### src/rtl/i2c_rf_pkg.sv
package i2c_rf_pkg;

    localparam int BYTE_W = 8;

    typedef enum logic [3:0] {
        ST_IDLE,
        ST_DEV,
        ST_DEV_ACK,
        ST_REG,
        ST_REG_ACK,
        ST_WR,
        ST_WR_ACK,
        ST_RD,
        ST_MACK
    } rf_state_e;

    typedef struct packed {
        rf_state_e            st;
        logic [BYTE_W-1:0]    shreg;
        logic [3:0]           cnt;
        logic [BYTE_W-1:0]    ptr;
        logic                 oe;
        logic                 rnw;
        logic                 mack;
    } rf_ctx_t;

endpackage

### src/rtl/i2c_line_sync.sv
module i2c_line_sync #(
    parameter int STAGES = 2
) (
    input  logic clk,
    input  logic rst_n,
    input  logic scl_i,
    input  logic sda_i,
    output logic scl_s,
    output logic sda_s,
    output logic scl_rise,
    output logic scl_fall,
    output logic start_det,
    output logic stop_det
);

    typedef struct packed {
        logic [STAGES-1:0] scl_pipe;
        logic [STAGES-1:0] sda_pipe;
        logic              scl_prev;
        logic              sda_prev;
    } sync_t;

    sync_t sync_d, sync_q;

    always_comb begin
        sync_d = sync_q;
        sync_d.scl_pipe[0] = scl_i;
        sync_d.sda_pipe[0] = sda_i;
        sync_d.scl_prev    = sync_q.scl_pipe[STAGES-1];
        sync_d.sda_prev    = sync_q.sda_pipe[STAGES-1];
        for (int i = 1; i < STAGES; i++) begin
            sync_d.scl_pipe[i] = sync_q.scl_pipe[i-1];
            sync_d.sda_pipe[i] = sync_q.sda_pipe[i-1];
        end
    end

    always_ff @(posedge clk or negedge rst_n) begin
        if (!rst_n) begin
            sync_q <= '1;
        end else begin
            sync_q <= sync_d;
        end
    end

    assign scl_s     = sync_q.scl_pipe[STAGES-1];
    assign sda_s     = sync_q.sda_pipe[STAGES-1];
    assign scl_rise  = scl_s & ~sync_q.scl_prev;
    assign scl_fall  = ~scl_s & sync_q.scl_prev;
    assign start_det = scl_s & sync_q.scl_prev & sync_q.sda_prev & ~sda_s;
    assign stop_det  = scl_s & sync_q.scl_prev & ~sync_q.sda_prev & sda_s;

endmodule

### src/rtl/i2c_rf_bank.sv
module i2c_rf_bank
    import i2c_rf_pkg::*;
#(
    parameter int CTRL_REGS = 8,
    parameter int STAT_REGS = 2
) (
    input  logic                          clk,
    input  logic                          rst_n,
    input  logic                          wr_en,
    input  logic [BYTE_W-1:0]             wr_addr,
    input  logic [BYTE_W-1:0]             wr_data,
    input  logic [BYTE_W-1:0]             rd_addr,
    output logic [BYTE_W-1:0]             rd_data,
    input  logic [STAT_REGS*BYTE_W-1:0]   stat_in,
    output logic [CTRL_REGS*BYTE_W-1:0]   ctrl_out
);

    localparam int TOTAL_REGS = CTRL_REGS + STAT_REGS;

    logic [CTRL_REGS-1:0][BYTE_W-1:0] regs_d, regs_q;

    always_comb begin
        regs_d = regs_q;
        for (int i = 0; i < CTRL_REGS; i++) begin
            if (wr_en && wr_addr == BYTE_W'(i)) begin
                regs_d[i] = wr_data;
            end
        end
    end

    always_ff @(posedge clk or negedge rst_n) begin
        if (!rst_n) begin
            regs_q <= '0;
        end else begin
            regs_q <= regs_d;
        end
    end

    always_comb begin
        rd_data = '0;
        for (int i = 0; i < TOTAL_REGS; i++) begin
            if (rd_addr == BYTE_W'(i)) begin
                if (i < CTRL_REGS) begin
                    rd_data = regs_q[i];
                end else begin
                    rd_data = stat_in[(i-CTRL_REGS)*BYTE_W +: BYTE_W];
                end
            end
        end
    end

    generate
        for (genvar g = 0; g < CTRL_REGS; g++) begin : g_out
            assign ctrl_out[g*BYTE_W +: BYTE_W] = regs_q[g];
        end
    endgenerate

    // a write outside the control range leaves every stored byte alone
    a_r7_no_write_outside: assert property (@(posedge clk) disable iff (!rst_n)
        (wr_en && wr_addr >= BYTE_W'(CTRL_REGS)) |=> $stable(regs_q));

    // stored bytes move only as a result of a write strobe
    a_r3_change_needs_write: assert property (@(posedge clk) disable iff (!rst_n)
        (regs_q != $past(regs_q)) |-> $past(wr_en));

endmodule

### src/rtl/i2c_rf_fsm.sv
module i2c_rf_fsm
    import i2c_rf_pkg::*;
#(
    parameter logic [6:0] DEV_ADDR_0 = 7'h1C,
    parameter logic [6:0] DEV_ADDR_1 = 7'h1D
) (
    input  logic              clk,
    input  logic              rst_n,
    input  logic              addr_sel,
    input  logic              sda_s,
    input  logic              scl_rise,
    input  logic              scl_fall,
    input  logic              start_det,
    input  logic              stop_det,
    input  logic [BYTE_W-1:0] rd_data,
    output logic [BYTE_W-1:0] rd_addr,
    output logic              wr_en,
    output logic [BYTE_W-1:0] wr_addr,
    output logic [BYTE_W-1:0] wr_data,
    output logic              sda_oe
);

    localparam logic [3:0] BITS_PER_BYTE = 4'(BYTE_W);

    rf_ctx_t    ctx_d, ctx_q;
    logic [6:0] dev_addr;
    logic       ptr_load;

    assign dev_addr = addr_sel ? DEV_ADDR_1 : DEV_ADDR_0;
    assign rd_addr  = ctx_q.ptr;
    assign wr_addr  = ctx_q.ptr;
    assign wr_data  = ctx_q.shreg;
    assign sda_oe   = ctx_q.oe;

    always_comb begin
        ctx_d    = ctx_q;
        wr_en    = 1'b0;
        ptr_load = 1'b0;
        if (stop_det) begin
            ctx_d.st = ST_IDLE;
            ctx_d.oe = 1'b0;
        end else if (start_det) begin
            ctx_d.st  = ST_DEV;
            ctx_d.cnt = '0;
            ctx_d.oe  = 1'b0;
        end else begin
            unique case (ctx_q.st)
                ST_IDLE: begin
                end
                ST_DEV: begin
                    if (scl_rise) begin
                        ctx_d.shreg = {ctx_q.shreg[BYTE_W-2:0], sda_s};
                        ctx_d.cnt   = ctx_q.cnt + 4'd1;
                    end else if (scl_fall && ctx_q.cnt == BITS_PER_BYTE) begin
                        if (ctx_q.shreg[BYTE_W-1:1] == dev_addr) begin
                            ctx_d.oe  = 1'b1;
                            ctx_d.rnw = ctx_q.shreg[0];
                            ctx_d.st  = ST_DEV_ACK;
                        end else begin
                            ctx_d.st = ST_IDLE;
                        end
                    end
                end
                ST_DEV_ACK: begin
                    if (scl_fall) begin
                        ctx_d.cnt = '0;
                        if (ctx_q.rnw) begin
                            ctx_d.shreg = rd_data;
                            ctx_d.oe    = ~rd_data[BYTE_W-1];
                            ctx_d.st    = ST_RD;
                        end else begin
                            ctx_d.oe = 1'b0;
                            ctx_d.st = ST_REG;
                        end
                    end
                end
                ST_REG: begin
                    if (scl_rise) begin
                        ctx_d.shreg = {ctx_q.shreg[BYTE_W-2:0], sda_s};
                        ctx_d.cnt   = ctx_q.cnt + 4'd1;
                    end else if (scl_fall && ctx_q.cnt == BITS_PER_BYTE) begin
                        ptr_load  = 1'b1;
                        ctx_d.ptr = ctx_q.shreg;
                        ctx_d.oe  = 1'b1;
                        ctx_d.st  = ST_REG_ACK;
                    end
                end
                ST_REG_ACK, ST_WR_ACK: begin
                    if (scl_fall) begin
                        ctx_d.oe  = 1'b0;
                        ctx_d.cnt = '0;
                        ctx_d.st  = ST_WR;
                    end
                end
                ST_WR: begin
                    if (scl_rise) begin
                        ctx_d.shreg = {ctx_q.shreg[BYTE_W-2:0], sda_s};
                        ctx_d.cnt   = ctx_q.cnt + 4'd1;
                    end else if (scl_fall && ctx_q.cnt == BITS_PER_BYTE) begin
                        wr_en     = 1'b1;
                        ctx_d.ptr = ctx_q.ptr + 8'd1;
                        ctx_d.oe  = 1'b1;
                        ctx_d.st  = ST_WR_ACK;
                    end
                end
                ST_RD: begin
                    if (scl_fall) begin
                        if (ctx_q.cnt == BITS_PER_BYTE - 4'd1) begin
                            ctx_d.oe = 1'b0;
                            ctx_d.st = ST_MACK;
                        end else begin
                            ctx_d.shreg = {ctx_q.shreg[BYTE_W-2:0], 1'b0};
                            ctx_d.oe    = ~ctx_q.shreg[BYTE_W-2];
                            ctx_d.cnt   = ctx_q.cnt + 4'd1;
                        end
                    end
                end
                ST_MACK: begin
                    if (scl_rise) begin
                        ctx_d.mack = ~sda_s;
                        ctx_d.ptr  = ctx_q.ptr + 8'd1;
                    end else if (scl_fall) begin
                        if (ctx_q.mack) begin
                            ctx_d.shreg = rd_data;
                            ctx_d.oe    = ~rd_data[BYTE_W-1];
                            ctx_d.cnt   = '0;
                            ctx_d.st    = ST_RD;
                        end else begin
                            ctx_d.st = ST_IDLE;
                        end
                    end
                end
                default: begin
                    ctx_d.st = ST_IDLE;
                    ctx_d.oe = 1'b0;
                end
            endcase
        end
    end

    always_ff @(posedge clk or negedge rst_n) begin
        if (!rst_n) begin
            ctx_q <= '{st: ST_IDLE, shreg: '0, cnt: '0, ptr: '0, oe: 1'b0, rnw: 1'b0, mack: 1'b0};
        end else begin
            ctx_q <= ctx_d;
        end
    end

    // the pull-down enable moves only right after SCL falls or a bus condition
    a_r10_oe_after_fall: assert property (@(posedge clk) disable iff (!rst_n)
        (ctx_q.oe != $past(ctx_q.oe)) |-> ($past(scl_fall) || $past(start_det) || $past(stop_det)));

    // the idle state never holds SDA low
    a_r6_idle_released: assert property (@(posedge clk) disable iff (!rst_n)
        (ctx_q.st == ST_IDLE) |-> !ctx_q.oe);

    // apart from a pointer load, the pointer only steps up by one modulo 256
    a_r8_ptr_step: assert property (@(posedge clk) disable iff (!rst_n)
        (ctx_q.ptr != $past(ctx_q.ptr)) |-> ($past(ptr_load) || ctx_q.ptr == $past(ctx_q.ptr) + 8'd1));

    // the address acknowledge phase is entered only for the strapped address
    a_r2_ack_own_addr: assert property (@(posedge clk) disable iff (!rst_n)
        (ctx_q.st == ST_DEV_ACK && $past(ctx_q.st) == ST_DEV) |-> ($past(ctx_q.shreg[BYTE_W-1:1]) == $past(dev_addr)));

endmodule

### src/rtl/i2c_regfile_slave.sv
module i2c_regfile_slave
    import i2c_rf_pkg::*;
#(
    parameter int         CTRL_REGS   = 8,
    parameter int         STAT_REGS   = 2,
    parameter int         SYNC_STAGES = 2,
    parameter logic [6:0] DEV_ADDR_0  = 7'h1C,
    parameter logic [6:0] DEV_ADDR_1  = 7'h1D
) (
    input  logic                          clk,
    input  logic                          rst_n,
    input  logic                          scl_i,
    input  logic                          sda_i,
    output logic                          sda_oe,
    input  logic                          addr_sel,
    input  logic [STAT_REGS*BYTE_W-1:0]   stat_in,
    output logic [CTRL_REGS*BYTE_W-1:0]   ctrl_out
);

    logic              scl_s, sda_s, scl_rise, scl_fall, start_det, stop_det;
    logic              wr_en;
    logic [BYTE_W-1:0] wr_addr, wr_data, rd_addr, rd_data;

    i2c_line_sync #(
        .STAGES (SYNC_STAGES)
    ) u_sync (
        .clk       (clk),
        .rst_n     (rst_n),
        .scl_i     (scl_i),
        .sda_i     (sda_i),
        .scl_s     (scl_s),
        .sda_s     (sda_s),
        .scl_rise  (scl_rise),
        .scl_fall  (scl_fall),
        .start_det (start_det),
        .stop_det  (stop_det)
    );

    i2c_rf_fsm #(
        .DEV_ADDR_0 (DEV_ADDR_0),
        .DEV_ADDR_1 (DEV_ADDR_1)
    ) u_fsm (
        .clk       (clk),
        .rst_n     (rst_n),
        .addr_sel  (addr_sel),
        .sda_s     (sda_s),
        .scl_rise  (scl_rise),
        .scl_fall  (scl_fall),
        .start_det (start_det),
        .stop_det  (stop_det),
        .rd_data   (rd_data),
        .rd_addr   (rd_addr),
        .wr_en     (wr_en),
        .wr_addr   (wr_addr),
        .wr_data   (wr_data),
        .sda_oe    (sda_oe)
    );

    i2c_rf_bank #(
        .CTRL_REGS (CTRL_REGS),
        .STAT_REGS (STAT_REGS)
    ) u_bank (
        .clk      (clk),
        .rst_n    (rst_n),
        .wr_en    (wr_en),
        .wr_addr  (wr_addr),
        .wr_data  (wr_data),
        .rd_addr  (rd_addr),
        .rd_data  (rd_data),
        .stat_in  (stat_in),
        .ctrl_out (ctrl_out)
    );

    // bus conditions are recognised only with SCL high
    a_r9_cond_scl_high: assert property (@(posedge clk) disable iff (!rst_n)
        (start_det || stop_det) |-> scl_s);

endmodule

### config.mk
export PLATFORM = sky130hd
export DESIGN_NAME = i2c_regfile_slave
export DESIGN_NICKNAME = d
export VERILOG_FILES = /design/src/rtl/i2c_rf_pkg.sv /design/src/rtl/i2c_line_sync.sv /design/src/rtl/i2c_rf_bank.sv /design/src/rtl/i2c_rf_fsm.sv /design/src/rtl/i2c_regfile_slave.sv
export SDC_FILE = /design/constraint.sdc
export NUM_CORES = 1
export LEC_CHECK = 0
export BUFFER_PORTS_ARGS = -buffer_cell sky130_fd_sc_hd__buf_2
export CAP_MARGIN = 20
export CORE_AREA = 2 2 108 110
export DETAILED_ROUTE_END_ITERATION = 8
export DIE_AREA = 0 0 110 112
export PLACE_DENSITY = 0.79
export RECOVER_POWER = 100
export SKIP_CTS_REPAIR_TIMING = 1
export SYNTH_ARGS = -nofsm -noshare
export SYNTH_HDL_FRONTEND = slang
export SYNTH_HIERARCHICAL = 1
export SYNTH_SLANG_ARGS = --single-unit
### constraint.sdc
create_clock -name clk -period 2.8 [get_ports clk]
set_input_delay 0.56 -clock clk [delete_from_list [all_inputs] [get_ports clk]]
set_output_delay 0.56 -clock clk [all_outputs]
set_load 0.02 [all_outputs]
# == Word level (Yosys, flattened, before mapping) ==
# Cells that the tools add are included.
# word_totals
reg_bits,97
latchBits,0
ram_bits,0
rom_bits,0
out_inout_bits,65
wordCells,178
memories,0
# op_classes
add_sub_neg,2
n_mul,0
div,0
n_lt_le_gt_ge,0
eq_ne,56
shifts,0
n_mux,62
n_bitwise,16
reduce_logical,23
# ops
cell,count
8-bit two-way mux,12
16-bit two-way mux,4
4-bit two-way mux,12
"4-bit by 3-bit inequality test with 1-bit output, second input constant",10
12-bit two-way mux,3
9-bit two-way mux,4
"8-bit by 3-bit equality test with 1-bit output, second input constant",4
4-bit case mux with 8 select lines,1
8-bit case mux with 4 select lines,1
8-bit case mux with 3 select lines,1
"4-bit by 3-bit equality test with 1-bit output, second input constant",5
4-bit case mux with 5 select lines,1
"8-bit by 2-bit equality test with 1-bit output, second input constant",2
"8-bit by 4-bit equality test with 1-bit output, second input constant",2
1-bit two-way mux,16
"2-bit by 1-bit inequality test with 1-bit output, second input constant",8
"4-bit inequality test, second input constant",4
"3-bit by 2-bit inequality test with 1-bit output, second input constant",5
14-bit AND reduction,1
13-bit AND reduction,1
11-bit AND reduction,1
"2-bit inequality test, second input constant",5
10-bit AND reduction,1
1-bit logical AND,9
24 further kinds,46

# == Logic depth before layout (Yosys ltp) ==
# Gate-level depths: netlist of run 1.
# depth
depth_word,18
ltp_mapped,12
mapped_depth_nobuf,9

# == Cells and area by module ==
# Netlist of run 1, hierarchy kept.
# modules_own_cells
module,n_inst,cells_per_inst,area_each_um2
i2c_rf_bank,1,252,3304.4
i2c_rf_fsm,1,254,2185.8
i2c_line_sync,1,10,190.2

# == Worst setup path before layout of run 1 ==
# No wires, ideal clock.
# synth_timing
kind,reg2reg
from,register u_sync/sync_q[0] (netlist bit)
to,register u_bank.regs_q (netlist bit u_bank/ctrl_out[16])
setup_time_ns,0.128
arrival_time_ns,2.643
t_required_ns,2.672
setup_slack_ns,0.030
stages_incl_launch_ff,11
n_path_buf,2
synth_period_minus_slack_ns,2.770
cell_sequence,dfstp_2 -> and4b_1 -> buf_2 -> or2_2 -> nor2_1 -> nand2_1 -> nor2_1 -> nand2_1 -> or3b_1 -> clkbuf_1 -> mux2_1
# synth_between
elab_chain_cells,5
word_cells_on_any_way,8
cone_classes,2 x mux; 5 x bitwise; 1 x reduce/logical
# synth_rtl
item,line,source
"start, declared",i2c_line_sync.sv:23,"sync_t sync_d, sync_q;"
"start signal, assigned",i2c_line_sync.sv:41,sync_q <= sync_d;
1-bit inverter,i2c_line_sync.sv:50,assign stop_det = scl_s & sync_q.scl_prev & ~sync_q.sda_prev & sda_s;
1-bit bitwise AND (2 in series),i2c_line_sync.sv:50,
via stop_det,i2c_regfile_slave.sv:20,"logic scl_s, sda_s, scl_rise, scl_fall, start_det, stop_det;"
1-bit two-way mux,i2c_rf_fsm.sv:39,if (stop_det) begin
via wr_en,i2c_regfile_slave.sv:21,logic wr_en;
1-bit logical AND,i2c_rf_bank.sv:25,if (wr_en && wr_addr == BYTE_W'(i)) begin
"end signal, assigned",i2c_rf_bank.sv:35,regs_q <= regs_d;
"end, declared",i2c_rf_bank.sv:20,"logic [CTRL_REGS-1:0][BYTE_W-1:0] regs_d, regs_q;"
# The timed path passes the listed nets, and every way through them passes these cells.
# A chain may end at the register's enable or synchronous reset.

# == Worst setup path after layout of run 1 ==
# layout_timing
from,register u_sync.sync_q (netlist bit u_sync/sda_s)
to,register u_bank.regs_q (netlist bit u_bank/ctrl_out[3])
# layout_between
elab_chain_cells,5
word_cells_on_any_way,6
cone_classes,2 x mux; 3 x bitwise; 1 x reduce/logical
# layout_rtl
item,line,source
1-bit inverter,i2c_line_sync.sv:49,assign start_det = scl_s & sync_q.scl_prev & sync_q.sda_prev & ~sda_s;
1-bit bitwise AND,i2c_line_sync.sv:49,
via start_det,i2c_regfile_slave.sv:20,
1-bit two-way mux,i2c_rf_fsm.sv:42,end else if (start_det) begin
1-bit two-way mux,i2c_rf_fsm.sv:39,
via wr_en,i2c_regfile_slave.sv:21,
1-bit logical AND,i2c_rf_bank.sv:25,
# The timed path passes the listed nets, and every way through them passes these cells.

==> results of run 1 <==
==> cell families (layout without fill, tap and decap cells) <==
family	Yosys count	after routing	synth area share
buffers and inverters	64	147	0.0740
AND/OR/NAND/NOR	158	158	0.161
AO/OA/AOI/OAI	87	87	0.115
XOR/XNOR	2	2	0.00308
flip-flops	97	97	0.429
multiplexers	105	105	0.211
adder cells (fa/ha/maj)	3	3	0.00661
==> per-stage QoR <==
stage	std cells	TNS, ps	power [W]	util
2_1_floorplan	516	0	0.00268	-
3_3_place_gp	726	0	0.00288	0.553
3_5_place_dp	726	0	0.00292	0.553
4_1_cts	742	0	0.00413	0.579
5_1_grt	742	-107	0.00432	0.568
6_report	742	0	0.00413	0.568
==> power by group through the flow <==
stage / Clock [W] / Combinational, W / Sequential (W)
after global routing: 0.00127 / 0.00122 / 0.00182
final: 0.00120 / 0.00113 / 0.00180
after global placement: 0 / 0.00108 / 0.00180
after detailed placement: 0 / 0.00111 / 0.00181
after CTS: 0.00122 / 0.00113 / 0.00179
after floorplan: 0 / 0.00107 / 0.00162
==> area by class of cell <==
| class | instances | area (um^2) |
|---|---|---|
| Clock buffer | 9 | 225 |
| Timing Repair Buffer | 118 | 582 |
| Sequential cell | 97 | 2440 |
| Tap cell | 143 | 179 |
| Fill cell | 946 | 4830 |
| Multi-Input combinational cell | 355 | 2810 |
| Clock inverter | 7 | 61.3 |
| Inverter | 13 | 48.8 |
==> worst max-delay path, delay by kind of cell (launching register included) <==
kind,cells,cell delay (ps)
simple gates,6,1260
flops,1,560
buf+inv,2,400
mux,1,350
==> cells in the mapped netlist (3+ instances only) <==
library cell / n / area (um^2)
dfrtp_1: 91 / 2280
mux2_2: 76 / 856
nand2_1: 37 / 139
nor2_1: 33 / 124
buf_4: 24 / 180
mux2i_1: 23 / 230
o21ai_0: 14 / 70.1
inv_1: 13 / 48.8
nand3_1: 11 / 55.1
nor3_1: 11 / 55.1
a31oi_1: 10 / 62.6
clkbuf_1: 9 / 33.8
a21oi_1: 8 / 40.0
buf_6: 7 / 78.8
nand4_1: 7 / 43.8
o211ai_1: 7 / 52.6
buf_2: 6 / 30.0
dfstp_2: 6 / 158
nand2b_1: 6 / 37.5
o22ai_1: 6 / 37.5
nor2b_1: 5 / 31.3
o22a_1: 5 / 43.8
or3_1: 5 / 31.3
a22oi_1: 4 / 30.0
and3_1: 4 / 25.0
mux4_2: 4 / 90.1
a2111oi_0: 3 / 26.3
clkbuf_8: 3 / 41.3
ha_1: 3 / 37.5
nand3b_1: 3 / 22.5
or2_2: 3 / 18.8
==> metal layers <==
layer	share of wire	vias to the layer above	global-route usage
li1	-	2038	-
met1	0.41	2333	0.343
met2	0.49	251	0.413
met3	0.073	35	0.0521
met4	0.031	0	0.106
met5	0	-	0
==> sequential cells by signal (all words and copies together) (netlist names) <==
signal and cells:
u_sync/sync_q 2, u_sync/sda_s 1, u_fsm/wr_data 8, u_bank/ctrl_out 64, u_fsm/ctx_q 10, u_fsm/sda_oe 1, u_sync/sync_d 2, u_fsm/rd_addr 8
u_sync/scl_s 1
==> cell usage in the layout, fill, tap and decap left out, types with 5 or more instances in the layout <==
cell	instances
mux2i_1	23
dfstp_2	5
mux2_2	76
a31oi_1	11
dfrtp_1	90
o211ai_1	7
or3_1	6
nor2_1	32
o22a_1	5
o21ai_0	14
o22ai_1	6
inv_1	13
buf_2	19
nor2b_1	5
nand4_1	7
clkbuf_1	71
nor3_1	11
nand2_1	37
nand3_1	12
clkbuf_16	9
buf_4	26
a21oi_1	8
nand2b_1	6
==> path summary, 6_finish.rpt <==
kind	to
setup reg to reg	u_bank/ctrl_out[3]
min in group asynchronous	u_fsm/ctx_q[12]
hold reg to reg	u_sync/scl_s
hold / removal	u_sync/sync_d[5]
max in group asynchronous	u_bank/ctrl_out[5]
setup / recovery	u_bank/ctrl_out[3]
==> results by group, run 1 <==
Global routing
  – Vias in the first global route: about 4600
  – Gr ovfl total: 0
  – First-pass GRT wire length: 24.6 mm
  – Largest net degree at the start of global routing: approximately 60
  – Initial antenna violation count: 0
  – GRT Overall Usage: 0.259

Outcome
  – Outcome: complete, no violations

Clock network
  – CTS buffer count: 9
  – CTS max path bufs: 2
  – TritonCTS Sinks: 97
  – Latest clock arrival within the worst-skew pair: 350 ps
  – H-tree levels: 3
  – Clock-pin slew on the worst setup and hold paths: ~70 ps
  – CTS tree: done
  – Root Buffer: clkbuf_16

Power and ir drop
  – Logic pwr share: 0.275
  – Power density cells: 650 mW/mm^2
  – Leak pwr: 2.85 nW
  – Max IR drop VDD: 391 uV
  – Sequential power share: 0.435
  – Switching power share of the total: 0.369
  – Int Power: 0.00261 W
  – Clock Power Share: 0.290
  – NetSw: 0.00152 W

Routing
  – Final wirelength: 15.3 mm
  – Router iterations before antenna repair: 4
  – DRT iter0 DRCs: approximately 260
  – Wirelength per Cell: about 21 um
  – Vias: between 4000 and 5000
  – DRC Markers: 0
  – Routed vias/inst: 6.28
  – Antenna-violating nets left: 0

Yosys
  – Synth cell types: 82
  – Synth async-reset ratio: 1.00
  – Synth Register Bits: 97
  – Mapped Cells: 516
  – Number of synthesized flops with an enable pin: 0
  – Most common flop cell mapped by yosys: dfrtp_1
  – Sequential share of the synthesized area: 0.429
  – Ys Warns: 6
  – Mapped cell area: 0.00568 mm^2
  – Average cell area after synthesis: between 10 and 15 um^2
  – Mapped Nets: 540

STA
  – WHS: 307 ps
  – Worst Tran Pin Value: about 1500 ps
  – Max Freq: between 0.3 and 0.4 GHz
  – Setup WS post-layout: between 100 and 150 ps
  – Final hold violation count: 0
  – Tmin final: between 2000 and 3000 ps
  – Period utilization: 0.962
  – Slew Viols, Final: 0
  – Relative slew slack: 0.0289
  – Fin Clk Skew: 9.09 ps
  – Finish-stage setup viols: 0

Worst setup path
  – Setup CP Type: reg -> reg
  – Critical Path RT: 3030 ps
  – CP max stage delay: between 500 and 600 ps
  – Reg2reg path depth: 9
  – Critical Path Source Type: flip-flop
  – Slowest-stage cell, CP: dfstp_2
  – Crit path max fanout: 8
  – Crit end category: flip-flop
  – CP most frequent cell: buf_4
  – Reg2reg start: u_sync/sda_s
  – CP Cell Sequence: and4b_1 > or2_2 > nor2_1 > nand2_1 > nor2_2 > buf_4 > nor4bb_2 > buf_4 > mux2_2
  – CP Data Arrival Time: 2920 ps
  – Setup crit start: u_sync/sda_s
  – Reg-to-reg slack, setup: 110 ps

Die
  – Die X-Extent: 110 um
  – Core ar.: between 0.01 and 0.015 mm^2
  – Die outline area: 0.0123 mm^2
  – # rows: 39
  – Boundary pin count: 86
  – Starting Density: 0.508
  – Die Y: 112 um

Run
  – Max-cap viol count: 0

Placed design
  – Pre-CTS WS: 92.6 ps
  – Post-DP HPWL: 10.8 mm
  – Routability cong.: between 0.9 and 1
  – Buffers on Ports: 85
  – Placed Area: 0.00618 mm^2

Cells and area
  – Fin nets: a little over 600
  – Post-route cell area: 0.00635 mm^2
  – Area added between synthesis and finish: 11.7%
  – Antenna diodes: 0
  – Share of layout cells above drive strength 1: 0.285

Worst hold path
  – Hold Path Class: in -> reg
  – Hold wc startpoint: scl_i
  – Worst Hold Depth: 1
Power figures use the tool's default switching activity.
==> run 2, diff against run 1 <==
- CORE_AREA: 2 2 108 110 -> 2 2 102 104
- DIE_AREA: 0 0 110 112 -> 0 0 104 106
- PLACE_DENSITY: 0.79 -> 0.83
- clock period: 2.8 -> 2.87 ns (I/O delays scaled with it)
==> results by group, run 2 (synthesis gave the netlist of run 1 again) <==
Global routing
  – First-pass GRT wire length: 24.2 mm
  – Gr ovfl total: 0
  – Initial antenna violation count: 0
  – GRT Overall Usage: 0.280
  – Largest net degree at the start of global routing: 51
  – Vias in the first global route: ~4600

STA
  – Slew Viols, Final: 0
  – Tmin final: 2750 ps
  – Relative slew slack: 0.169
  – Finish-stage setup viols: 0
  – Worst Tran Pin Value: 1250 ps
  – Final hold violation count: 0
  – Setup TNS: 0 ps
  – Max Freq: 0.364 GHz
  – Period utilization: 0.957
  – Fin Clk Skew: 9.73 ps
  – RSZ-0062 raised after global routing: no

Cells and area
  – Layout fillers: 865
  – Storage cell area: 0.00243 mm^2
  – Commonest cells after routing, fill and taps aside: dfrtp_1, mux2_2, clkbuf_1, nand2_1, nor2_1
  – Commonest non-fill, non-tap cell in the layout: dfrtp_1
  – Fin nets: just over 600
  – Max FFs per register: 64
  – Share of layout cells above drive strength 1: 0.271
  – Core Util, Final: 0.615
  – Area taken by multi-input logic gates: 0.00280 mm^2
  – Area added between synthesis and finish: 8.22%
  – Antenna diodes: 0

Clock network
  – H-tree levels: 3
  – CTS max path bufs: 2
  – TritonCTS Sinks: 97
  – CTS tree: done
  – Latest clock arrival within the worst-skew pair: 370 ps
  – CTS buffer count: 9
  – Clock-pin slew on the worst setup and hold paths: 90 ps
  – Root Buffer: clkbuf_8

Power and ir drop
  – Leak pwr: 2.76 nW
  – Clock Power Share: 0.218
  – Int Power: 0.00222 W
  – Power density cells: around 590 mW/mm^2
  – NetSw: between 0.001 and 0.0015 W
  – Logic pwr share: 0.296
  – Max IR drop VDD: 318 uV
  – Switching power share of the total: 0.384
  – Sequential power share: 0.486

Worst setup path
  – Critical Path Source Type: flip-flop
  – Setup CP Type: reg -> reg
  – Crit path max fanout: 8
  – Critical Path RT: 3130 ps
  – CP Data Arrival Time: 3000 ps
  – Crit end category: flip-flop

Die
  – Core ar.: between 0.009 and 0.01 mm^2
  – Boundary pin count: 86
  – Die Y: 106 um
  – Die outline area: 0.0110 mm^2
  – Die X-Extent: approximately 100 um
  – Starting Density: 0.568
  – # rows: 37

Routing
  – Wirelength per Cell: 20.4 um
  – Antenna-violating nets left: 0
  – Vias: 4560
  – Final wirelength: 14.9 mm
  – DRT iter0 DRCs: 310
  – Router iterations before antenna repair: 5
  – DRC Markers: 0
  – Routed vias/inst: about 6.2

Outcome
  – Outcome: complete, no violations

Worst hold path
  – Hold Path Class: in -> reg

Placed design
  – Post-DP HPWL: 10.6 mm
  – Buffers on Ports: 85
  – Routability cong.: between 0.8 and 0.9

Run
  – Max-cap viol count: 0
## run 2: changes by cell type in the layout (fill, tap and decap cells not counted), moves of 2 or more
cell / delta
clkbuf_2: +4
inv_8: -2
clkbuf_8: +9
clkbuf_16: -9
buf_4: -8
clkbuf_1: +3
inv_6: -2
## run 2: critical path: stages, from the launching register on
cell      delay [ps]
dfstp_2          570
and4b_1          220
or2_2            350
nor2_1           140
nand2_1           80
nor2_1           200
buf_4            190
nor4bb_1         300
buf_4            230
mux2_2           350
## run 2: path summary, 6_finish.rpt
kind                                       start                 end  slack, ps  cells after the start
worst max-delay path                u_sync/sda_s  u_bank/ctrl_out[4]        120                      9
worst min-delay path                       sda_i    u_sync/sync_d[3]        290                      1
worst max register to register      u_sync/sda_s  u_bank/ctrl_out[4]        120                      9
worst min register to register  u_sync/sync_d[5]        u_sync/scl_s        370                      0
max in group asynchronous                  rst_n    u_fsm/rd_addr[7]        920                      2
min in group asynchronous                  rst_n     u_fsm/ctx_q[11]        450                      1
## run 2: power by group through the flow
stage	combinational, W	clock, W	sequential, W
2_1_floorplan	0.00104	0	0.00158
3_3_place_gp	0.00103	0	0.00175
3_5_place_dp	0.00107	0	0.00177
4_1_cts	0.00108	0.000799	0.00174
5_1_grt	0.00116	0.000854	0.00177
6_report	0.00107	0.000786	0.00175
## run 2: per-stage QoR
| stage | cells | power (W) | hold slack [ps] | setup slack (ps) | instance area [um^2] |
|---|---|---|---|---|---|
| final | 731 | 0.00360 | 290 | 123 | 6150 |
| after global routing | 731 | 0.00379 | 276 | 50.6 | 6150 |
| after floorplan | 516 | 0.00262 | 278 | 99.7 | 5680 |
| after global placement | 716 | 0.00278 | 350 | 303 | 6140 |
| after CTS | 731 | 0.00362 | 235 | 197 | 6300 |
| after detailed placement | 716 | 0.00284 | 349 | 217 | 6140 |
## run 2: routing by layer
| layer | GRT usage | part of all wire |
|---|---|---|
| met1 | 0.361 | 0.40 |
| met3 | 0.0515 | 0.070 |
| met2 | 0.468 | 0.50 |
| met4 | 0.114 | 0.031 |
| met5 | 0 | 0 |
## run 2: layout make-up
type	instances	share of cell area
Tap cell	136	0.0277
Clock inverter	5	0.00550
Timing Repair Buffer	115	0.0861
Inverter	13	0.00794
Clock buffer	10	0.0208
Multi-Input combinational cell	355	0.456
Sequential cell	97	0.396
==> run 3, diff against run 2 <==
- SETUP_SLACK_MARGIN: unset -> 0.3
==> results by group, run 3 (synthesis gave the netlist of run 1 again) <==
Outcome
  – Outcome: complete, no violations

Worst setup path
  – CP Data Arrival Time: 2920 ps
  – Crit end category: flip-flop
  – Setup crit start: u_sync/sda_s
  – Critical Path Source Type: flip-flop
  – CP most frequent cell: nor2_4
  – Crit path max fanout: 8
  – Setup CP Type: reg -> reg
  – Critical Path RT: 3130 ps
  – CP delay by family, top: simple AND/OR/NAND/NOR gates
  – Slowest-stage cell, CP: dfstp_1
  – Reg-to-reg slack, setup: 210 ps
  – CP Cell Sequence: and4b_1 > or2_4 > nor2_4 > nand2_1 > nor2_4 > nor4bb_1 > clkbuf_2 > mux2_2
  – Reg2reg start: u_sync/sda_s
  – Crit path buf inv count: 1
  – CP max stage delay: 580 ps

Routing
  – Routed vias/inst: around 6.3
  – Router iterations before antenna repair: 5
  – Final wirelength: 15.5 mm
  – DRT iter0 DRCs: around 320
  – Wirelength per Cell: between 20 and 25 um
  – Vias: between 4000 and 5000
  – DRC Markers: 0
  – Antenna-violating nets left: 0

Global routing
  – Initial antenna violation count: 0
  – Gr ovfl total: 0
  – GRT Overall Usage: 0.280
  – Largest net degree at the start of global routing: 52
  – Vias in the first global route: about 4700
  – First-pass GRT wire length: 24.6 mm

Cells and area
  – Storage cell area: 0.00244 mm^2
  – Fin nets: 625
  – Area taken by multi-input logic gates: between 0.002 and 0.003 mm^2
  – Antenna diodes: 0
  – Area added between synthesis and finish: 10.7%
  – Layout fillers: 848
  – Post-route cell area: 0.00629 mm^2
  – Commonest non-fill, non-tap cell in the layout: dfrtp_1
  – Commonest cells after routing, fill and taps aside: dfrtp_1, mux2_2, clkbuf_1, nand2_1, nor2_1
  – Max FFs per register: 64
  – Share of layout cells above drive strength 1: 0.292

Power and ir drop
  – Max IR drop VDD: roughly 400 uV
  – Leak pwr: 2.83 nW
  – Pwr Total: 0.00380 W
  – Power density cells: 604 mW/mm^2

STA
  – Relative slew slack: 0.104
  – Final hold violation count: 0
  – Tmin final: 2660 ps
  – Max Freq: 0.376 GHz
  – Slew Viols, Final: 0
  – RSZ-0062 raised after global routing: yes
  – Fin Clk Skew: 12.4 ps
  – Setup TNS: 0 ps
  – Period utilization: 0.928
  – Worst Tran Pin Value: 1340 ps
  – Finish-stage setup viols: 0
  – Setup WS post-layout: 207 ps

Worst hold path
  – Hold Path Class: in -> reg
  – Hold wc startpoint: scl_i

Placed design
  – Post-DP HPWL: 10.6 mm
  – Placed Area: 0.00617 mm^2
  – Buffers on Ports: 85
  – Pre-CTS WS: 207 ps
  – Routability cong.: roughly 0.95

Die
  – Die outline area: roughly 0.011 mm^2
  – Die X-Extent: 104 um
  – Core ar.: 0.0100 mm^2
  – Die Y: 106 um
  – # rows: 37
  – Boundary pin count: 86
  – Starting Density: 0.568

Clock network
  – CTS max path bufs: 2
  – CTS tree: done
  – Clock-pin slew on the worst setup and hold paths: 100 ps
  – CTS buffer count: 9
  – TritonCTS Sinks: 97
  – Latest clock arrival within the worst-skew pair: 370 ps
  – H-tree levels: 3
  – Root Buffer: clkbuf_8

Run
  – Max-cap viol count: 0
run 3: cell count changes in the layout (fill, tap and decap cells not counted), moves of 2 or more:
cell / before / now
buf_4: 18 / 30
dfrtp_1: 91 / 87
nor2_4: 0 / 4
dfrtp_2: 0 / 3
clkbuf_1: 74 / 72
clkbuf_2: 5 / 3
clkinvlp_4: 2 / 0
inv_6: 0 / 2
inv_8: 0 / 2
nor2_1: 33 / 31
nor2_2: 2 / 0
run 3: worst paths after layout:
check / end / depth (start not counted)
max in group asynchronous: u_bank/ctrl_out[59] / 2
max: u_bank/ctrl_out[6] / 8
max reg2reg: u_bank/ctrl_out[6] / 8
min: u_sync/sync_d[5] / 1
min reg2reg: u_sync/scl_s / 0
min in group asynchronous: u_fsm/ctx_q[13] / 1
run 3: area by class of cell:
type / count / share of cell area
clock inverters: 7 / 0.0111
multi-input cells: 355 / 0.447
repair buffers: 125 / 0.0995
inverters: 13 / 0.00776
well taps: 136 / 0.0271
clock buffers: 9 / 0.0197
flip-flops and latches: 97 / 0.388
run 3: routing by layer:
layer  wire length, um  GRT usage  up-vias
li1                  -          -     2065
met1              6160      0.353     2342
met2              7960      0.470      227
met3               929     0.0509       43
met4               455      0.131        0
met5                 0          0        -
run 3: stage by stage:
stage | utilization | hold WS [ps] | std cells
floorplan | - | 278 | 516
global placement | 0.617 | 347 | 715
detailed placement | 0.617 | 347 | 715
CTS | 0.636 | 248 | 731
global route | 0.629 | 284 | 742
finish | 0.629 | 301 | 742
run 3: where the power goes:
| part | internal (W) | switching (W) | total [W] |
|---|---|---|---|
| Clock | 0.000342 | 0.000550 | 0.000892 |
| Sequential | 0.00146 | 0.000284 | 0.00175 |
| Combinational | 0.000518 | 0.000641 | 0.00116 |
